## src/rtl/prc_pkg.sv

```systemverilog
package prc_pkg;
  localparam logic [1:0] LINE_J = 2'b01;
  localparam logic [1:0] LINE_K = 2'b10;

  typedef enum logic [1:0] {
    PH_IDLE   = 2'b00,
    PH_DRIVE  = 2'b01,
    PH_SETTLE = 2'b10
  } phase_e;

  // strobes from control to datapath
  typedef struct packed {
    logic cntClr;
    logic cntStep;
  } ctl_strobe_t;

  // flags from datapath to control
  typedef struct packed {
    logic jkEdge;
    logic driveEnd;
    logic settleEnd;
  } dp_flag_t;
endpackage

```

## src/rtl/prc_datapath.sv

```systemverilog
module prc_datapath
  import prc_pkg::*;
#(
  parameter int RESUME_MS    = 20,
  parameter int SETTLE_TICKS = 2,
  parameter int SYNC_STAGES  = 2
) (
  input  logic        clk,
  input  logic        rstN,
  input  logic [1:0]  lineState,
  input  logic        msTick,
  input  ctl_strobe_t ctl,
  output dp_flag_t    flags
);
  localparam int MAX_COUNT = (RESUME_MS > SETTLE_TICKS) ? RESUME_MS : SETTLE_TICKS;
  localparam int CNT_W     = $clog2(MAX_COUNT + 1);
  localparam logic [CNT_W-1:0] DRIVE_LAST  = CNT_W'(RESUME_MS - 1);
  localparam logic [CNT_W-1:0] SETTLE_LAST = CNT_W'(SETTLE_TICKS - 1);

  logic [1:0] syncStage [SYNC_STAGES];

  genvar g;
  generate
    for (g = 0; g < SYNC_STAGES; g++) begin : gSync
      if (g == 0) begin : gFirst
        always_ff @(posedge clk or negedge rstN)
          if (!rstN) syncStage[g] <= LINE_J;
          else       syncStage[g] <= lineState;
      end else begin : gRest
        always_ff @(posedge clk or negedge rstN)
          if (!rstN) syncStage[g] <= LINE_J;
          else       syncStage[g] <= syncStage[g-1];
      end
    end
  endgenerate

  logic [1:0] lineNow;
  logic [1:0] histOne;
  logic [1:0] histTwo;
  assign lineNow = syncStage[SYNC_STAGES-1];

  always_ff @(posedge clk or negedge rstN) begin
    if (!rstN) begin
      histOne <= LINE_J;
      histTwo <= LINE_J;
    end else begin
      histOne <= lineNow;
      histTwo <= histOne;
    end
  end

  logic [CNT_W-1:0] tickCnt;
  always_ff @(posedge clk or negedge rstN) begin
    if (!rstN)                          tickCnt <= '0;
    else if (ctl.cntClr)                tickCnt <= '0;
    else if (ctl.cntStep && msTick)     tickCnt <= tickCnt + 1'b1;
  end

  always_comb begin
    flags.jkEdge    = (lineNow == LINE_K) && (histOne == LINE_K) && (histTwo == LINE_J);
    flags.driveEnd  = msTick && (tickCnt == DRIVE_LAST);
    flags.settleEnd = msTick && (tickCnt == SETTLE_LAST);
  end
endmodule

```

## src/rtl/prc_ctrl.sv

```systemverilog
module prc_ctrl
  import prc_pkg::*;
(
  input  logic        clk,
  input  logic        rstN,
  input  logic        wrStrobe,
  input  logic        wrData,
  input  logic        portPower,
  input  logic        portSuspended,
  input  dp_flag_t    flags,
  output ctl_strobe_t ctl,
  output logic        flagOut,
  output logic        driveOut,
  output logic        changeOut,
  output logic        doneOut
);
  phase_e phase, phaseNext;
  logic   changeNext, doneNext;

  always_comb begin
    phaseNext   = phase;
    ctl.cntClr  = 1'b0;
    ctl.cntStep = (phase != PH_IDLE);
    changeNext  = 1'b0;
    doneNext    = 1'b0;
    if (!portPower) begin
      phaseNext  = PH_IDLE;
      ctl.cntClr = 1'b1;
    end else begin
      unique case (phase)
        PH_IDLE: begin
          changeNext = flags.jkEdge && portSuspended;
          if ((wrStrobe && wrData) || changeNext) begin
            phaseNext  = PH_DRIVE;
            ctl.cntClr = 1'b1;
          end
        end
        PH_DRIVE: begin
          if (flags.driveEnd) begin
            phaseNext  = PH_SETTLE;
            ctl.cntClr = 1'b1;
          end
        end
        PH_SETTLE: begin
          if (flags.settleEnd) begin
            phaseNext  = PH_IDLE;
            ctl.cntClr = 1'b1;
            doneNext   = 1'b1;
          end
        end
        default: begin
          phaseNext  = PH_IDLE;
          ctl.cntClr = 1'b1;
        end
      endcase
    end
  end

  always_ff @(posedge clk or negedge rstN) begin
    if (!rstN) begin
      phase     <= PH_IDLE;
      changeOut <= 1'b0;
      doneOut   <= 1'b0;
    end else begin
      phase     <= phaseNext;
      changeOut <= changeNext;
      doneOut   <= doneNext;
    end
  end

  assign flagOut  = (phase != PH_IDLE) && portPower;
  assign driveOut = (phase == PH_DRIVE) && portPower;
endmodule

```

## src/rtl/port_resume_ctrl.sv

```systemverilog
module port_resume_ctrl
  import prc_pkg::*;
#(
  parameter int RESUME_MS    = 20,
  parameter int SETTLE_TICKS = 2,
  parameter int SYNC_STAGES  = 2
) (
  input  logic       clk,
  input  logic       rstN,
  input  logic       wrStrobe,
  input  logic       wrData,
  input  logic       portPower,
  input  logic       portSuspended,
  input  logic [1:0] lineState,
  input  logic       msTick,
  output logic       resumeBit,
  output logic       driveK,
  output logic       portChange,
  output logic       resumeDone
);
  ctl_strobe_t ctlBus;
  dp_flag_t    flagBus;

  prc_datapath #(
    .RESUME_MS(RESUME_MS), .SETTLE_TICKS(SETTLE_TICKS), .SYNC_STAGES(SYNC_STAGES)
  ) uDp (
    .clk(clk), .rstN(rstN), .lineState(lineState), .msTick(msTick),
    .ctl(ctlBus), .flags(flagBus)
  );

  prc_ctrl uCtl (
    .clk(clk), .rstN(rstN), .wrStrobe(wrStrobe), .wrData(wrData),
    .portPower(portPower), .portSuspended(portSuspended), .flags(flagBus),
    .ctl(ctlBus), .flagOut(resumeBit), .driveOut(driveK),
    .changeOut(portChange), .doneOut(resumeDone)
  );
endmodule

```

## config.mk

```make
export PLATFORM = sky130hd
export DESIGN_NAME = port_resume_ctrl
export DESIGN_NICKNAME = d
export VERILOG_FILES = /design/src/rtl/prc_pkg.sv /design/src/rtl/prc_datapath.sv /design/src/rtl/prc_ctrl.sv /design/src/rtl/port_resume_ctrl.sv
export SDC_FILE = /design/constraint.sdc
export NUM_CORES = 1
export LEC_CHECK = 0
export BUFFER_PORTS_ARGS = -buffer_cell sky130_fd_sc_hd__buf_2
export CAP_MARGIN = 25
export CORE_MARGIN = 4
export CORE_UTILIZATION = 50
export DETAILED_ROUTE_END_ITERATION = 12
export PLACE_DENSITY = 0.82
export SYNTH_ARGS = -nofsm -noshare
export SYNTH_HDL_FRONTEND = slang
export SYNTH_SLANG_ARGS = --single-unit
```

## constraint.sdc

```tcl
create_clock -name clk -period 4.05 [get_ports clk]
set_clock_uncertainty 0.1 [all_clocks]
set_input_delay 0.6075 -clock clk [delete_from_list [all_inputs] [get_ports clk]]
set_output_delay 0.6075 -clock clk [all_outputs]
set_load 0.05 [all_outputs]
```

### Word level (Yosys, flattened, before mapping)

Cells that the tools add are included.

| word-level totals | value |
|---|---|
| flip-flop bits (word level) | 17 |
| bits of input ports | 9 |
| output and inout port bits | 4 |
| logic and storage cells | 49 |

| operators by class | value |
|---|---|
| add/subtract/negate cells | 1 |
| eq/ne operators | 10 |
| multiplexer cells | 16 |
| reductions and logical operators | 14 |

Operators with widths:

| operator | count |
|---|---|
| 5-bit 2-to-1 mux | 2 |
| 1-bit logical AND | 9 |
| 1-bit 2-to-1 mux | 8 |
| 2-bit 2-to-1 mux | 4 |
| 2-bit == test, second input constant | 3 |
| 3-bit != test, second input constant | 2 |
| 2-bit case mux with 3 select lines | 1 |
| 5-bit by 1-bit adder with 5-bit output, second input constant | 1 |
| 5-bit by 1-bit == test with 1-bit output, second input constant | 1 |
| 5-bit == test, second input constant | 1 |
| 2-bit by 1-bit == test with 1-bit output, second input constant | 2 |
| 2-bit nonzero test | 2 |
| 3-bit by 2-bit != test with 1-bit output, second input constant | 1 |
| 1-bit case mux with 3 select lines | 1 |
| 3-bit AND reduction | 1 |
| 2-bit zero test | 1 |
| 1-bit logical OR | 1 |

### Longest topological paths before layout

| depth | value |
|---|---|
| depth in word-level cells | 9 |
| gate-level depth with buffers | 5 |
| mapped depth without buffers | 5 |

### Cells and area by module

From an unflattened synthesis, not the netlist that was laid out.

| second synthesis, totals | value |
|---|---|
| cells, all modules | 57 |
| area total of the unflattened synthesis | 691.9 sq um |

Modules (own cells, without submodules):

| module | instances | cells each | area an instance (sq um) | seq. area each (sq um) |
|---|---|---|---|---|
| prc_datapath | 1 | 38 | 493.0 | 330.3 |
| prc_ctrl | 1 | 19 | 198.9 | 100.1 |

### Least setup slack after synthesis

OpenSTA, ideal clock, no wires.

| timing path | value |
|---|---|
| kind | register to output |
| start point | register uCtl.phase[0] |
| end point | output port driveK |
| arrival time | 1.151 ns |
| data required time | 3.342 ns |
| path slack | 2.191 ns |
| cell stages (with the launch flop) | 3 |
| buffers on the path | 1 |
| cells stage by stage | dfrtp_1 > clkbuf_1 > and3b_1 |

| on the way | value |
|---|---|
| cells in the longest elaborated chain, start to end | 2 |

Ends and longest elaborated chain:

| element | line | source |
|---|---|---|
| start, declared | prc_ctrl.sv:17 | `phase_e phase, phaseNext;` |
| start signal, assigned | prc_ctrl.sv:65 | `phase <= phaseNext;` |
| 2-bit by 1-bit == test with 1-bit output | prc_ctrl.sv:72 | `assign driveOut = (phase == PH_DRIVE) && portPower;` |
| 1-bit logical AND | prc_ctrl.sv:72 |  |
| end, declared | port_resume_ctrl.sv:17 | `output logic driveK,` |

Every way passes these cells.

### Final worst setup path

Same ends and word-level chain as after synthesis.

==> results by group <==
Status
  – Status: completed

Worst setup path
  – CP startpoint kind: flop
  – Reg-to-Reg End: uDp.tickCnt[1]
  – CP max-delay cell: dfrtp_1
  – WP data required: 3340 ps
  – CP max stage delay: 590 ps
  – Reg2reg path depth: 4
  – CP Launch Point: uCtl.phase[0]
  – CP Class: flop to primary output
  – WP buf/inv: 1
  – Crit path DAT: 1340 ps
  – Reg-to-reg setup timing slack: 2260 ps
  – Critical Path Sink Type: primary output
  – CP Max Fanout: 12
  – Crit-path cells: and3b_1 > buf_2
  – Top delay family on crit path: flip-flops
  – Reg-to-Reg Start: uDp.histTwo[0]

CTS
  – Clk buf depth: 2
  – # H-tree levels: 1
  – Root Driver: clkbuf_4
  – Post-CTS setup buffers: 0
  – Post-CTS Hold Fix Bufs: 0
  – Clock slew at reported path FFs: 100 ps
  – Worst skew pair latency: 290 ps
  – Num CTS Buffers: 3
  – Clk sinks: 17
  – CTS resizes: 0
  – CTS tree: built

Floorplan
  – Die X-Extent: 46.0 um
  – Initial Util: 54.0%
  – Die height: 46.0 um
  – Row count: 13
  – Core area: 0.00133 mm2
  – Area of the die: 0.00211 mm2
  – I/O Pins: 13

Global route
  – Gr ovfl total: 0
  – Initial antenna violation count: 0
  – GRT Resource Usage Total: 13.4%
  – Largest net degree at the start of global routing: 18
  – Number of global-route vias before repair: 435
  – Global-route wire length before repair: 1900 um

Pwr
  – P_leak: 0.373 nW
  – Logic pwr share: 7.0%
  – Switching power: 0.0706 mW
  – Clock power share: 30.9%
  – Pwr Density: 357 mW/mm2
  – Cell internal pwr: 0.221 mW
  – Net Sw Frac: 24.2%
  – Reg power frac: 62.0%
  – Worst vdd ir: 0.219 mV

STA
  – Worst slew pin tran: 473 ps
  – Max Slew Vio Count: 0
  – Final Hold Fails: 0
  – Final TNS setup: 0 ps
  – Worst Slack Setup Final: 2010 ps
  – Final period util: 50.4%
  – RSZ-0062 raised after global routing: false
  – Top achievable clock speed: 490 MHz
  – Final setup viols: 0
  – Headroom to the max-slew limit: 68.1%
  – Hold Slack: 107 ps
  – Minimum clock period: 2040 ps

Cells and area
  – Area grow syn2layout: 13.5%
  – Final #Nets: 83
  – Most common cell after layout, fill and taps aside: dfrtp_1
  – Ant. Diodes: 0
  – Most frequent cells in the layout: dfrtp_1, buf_2, nor3_1
  – Share of layout cells above drive strength 1: 31.0%

Synth
  – Asr flop ratio synth: 100%
  – Syn nets: 68
  – Ys Warns: 0
  – Syn Area/Cell: 12.6 um2
  – Cell taking the most area after synthesis: dfrtp_1
  – Cells after Synth: 57
  – Number of flops mapped to enable cells by yosys: 0
  – Yosys top cell area share: 45.1%
  – Main synth FF type: dfrtp_1
  – Post-synthesis sequential area ratio: 59.7%
  – Mapped cell area: 721 um2
  – Area contributors post-synth: dfrtp_1, dfstp_2, ha_1, nor3_1, nor3b_1
  – Register bit count reported by yosys: 17
  – Distinct cells, synth: 25

Job
  – Maxcap violations: 0

Routing
  – Starting DRT DRC Count: 4
  – Via density: 5.57
  – WL final: 1100 um
  – Post-route ant nets: 0
  – Vias: 479
  – WL per Instance: 12.8 um
  – Pre-antenna DRT Iters: 4
  – Post-route DRC: 0

Placement
  – Routability cong.: 0.766
  – DP Worst Slack: 2080 ps
  – Count of buffers from port buffering: 12
  – HPWL Detailed: 807 um

Hold path
  – Hold WC Path Type: input pin to asynchronous set/reset pin
## layout make-up
cell class / instances / area (um2)
Clock buffer: 3 / 22.5
Inverter: 1 / 3.75
Clock inverter: 1 / 5.00
Tap cell: 15 / 18.8
Fill cell: 111 / 515
Sequential cell: 17 / 430
Timing Repair Buffer: 12 / 60.1
Multi-Input combinational cell: 37 / 278
## layer usage
metal / GRT usage [%] / wire [um] / vias to the layer above
met2: 19.0 / 497 / 11
met4: 8.52 / 25 / 0
met1: 17.1 / 504 / 232
met3: 4.74 / 70 / 4
met5: 0 / 0 / -
li1: - / - / 232
## synthesized netlist by cell type (all sizes together) (2+ instances only)
| master | instances |
|---|---|
| xnor2 | 2 |
| o21a | 2 |
| dfstp | 4 |
| nand2 | 3 |
| ha | 2 |
| xor2 | 2 |
| dfrtp | 13 |
| nand4 | 2 |
| nor2 | 3 |
| nor3 | 5 |
| nor3b | 3 |
| and3b | 2 |
| nand4b | 2 |
## logic make-up after synthesis
group                      count (synthesis)  synth area share, %
DFF                                       17                 59.7
AOI/OAI and AO/OA                          7                 8.68
xor gates and xnor gates                   4                 4.86
adders and majority gates                  2                 3.47
buffers and inverters                      3                 1.73
and+or+nand+nor                           24                 21.5
## power groups by stage
stage / registers (mW) / clock network, mW / logic (mW)
floorplan: 0.182 / 0 / 0.0133
global placement: 0.184 / 0 / 0.0207
detailed placement: 0.184 / 0 / 0.0210
CTS: 0.181 / 0.0935 / 0.0210
global route: 0.182 / 0.0994 / 0.0231
finish: 0.181 / 0.0903 / 0.0205
## registers in the layout (all words and copies together) (netlist names)
| register | flops |
|---|---|
| uCtl.changeOut | 1 |
| uDp.histTwo | 2 |
| uDp.histOne | 2 |
| uDp.tickCnt | 5 |
| uDp.syncStage | 2 |
| uDp.lineNow | 2 |
| uCtl.phase | 2 |
| uCtl.doneOut | 1 |
## how the worst max path moves through the flow
stage / end / cells after the start / slack (ps)
2_1_floorplan: driveK / 2 / 2190
3_3_place_gp: uDp.tickCnt[0] / 5 / 2100
3_5_place_dp: uDp.tickCnt[1] / 5 / 2080
4_1_cts: driveK / 2 / 2000
5_1_grt: driveK / 2 / 1910
6_report: driveK / 2 / 2010
## stage by stage
stage / util, % / area [um2] / total power, mW / instances
final: 61.4 / 818 / 0.292 / 86
after global placement: 59.3 / 791 / 0.205 / 82
after global routing: 61.4 / 818 / 0.304 / 86
after CTS: 61.4 / 818 / 0.296 / 86
after detailed placement: 59.3 / 791 / 0.205 / 82
after floorplan: - / 721 / 0.195 / 57
Power figures use the tool's default switching activity.
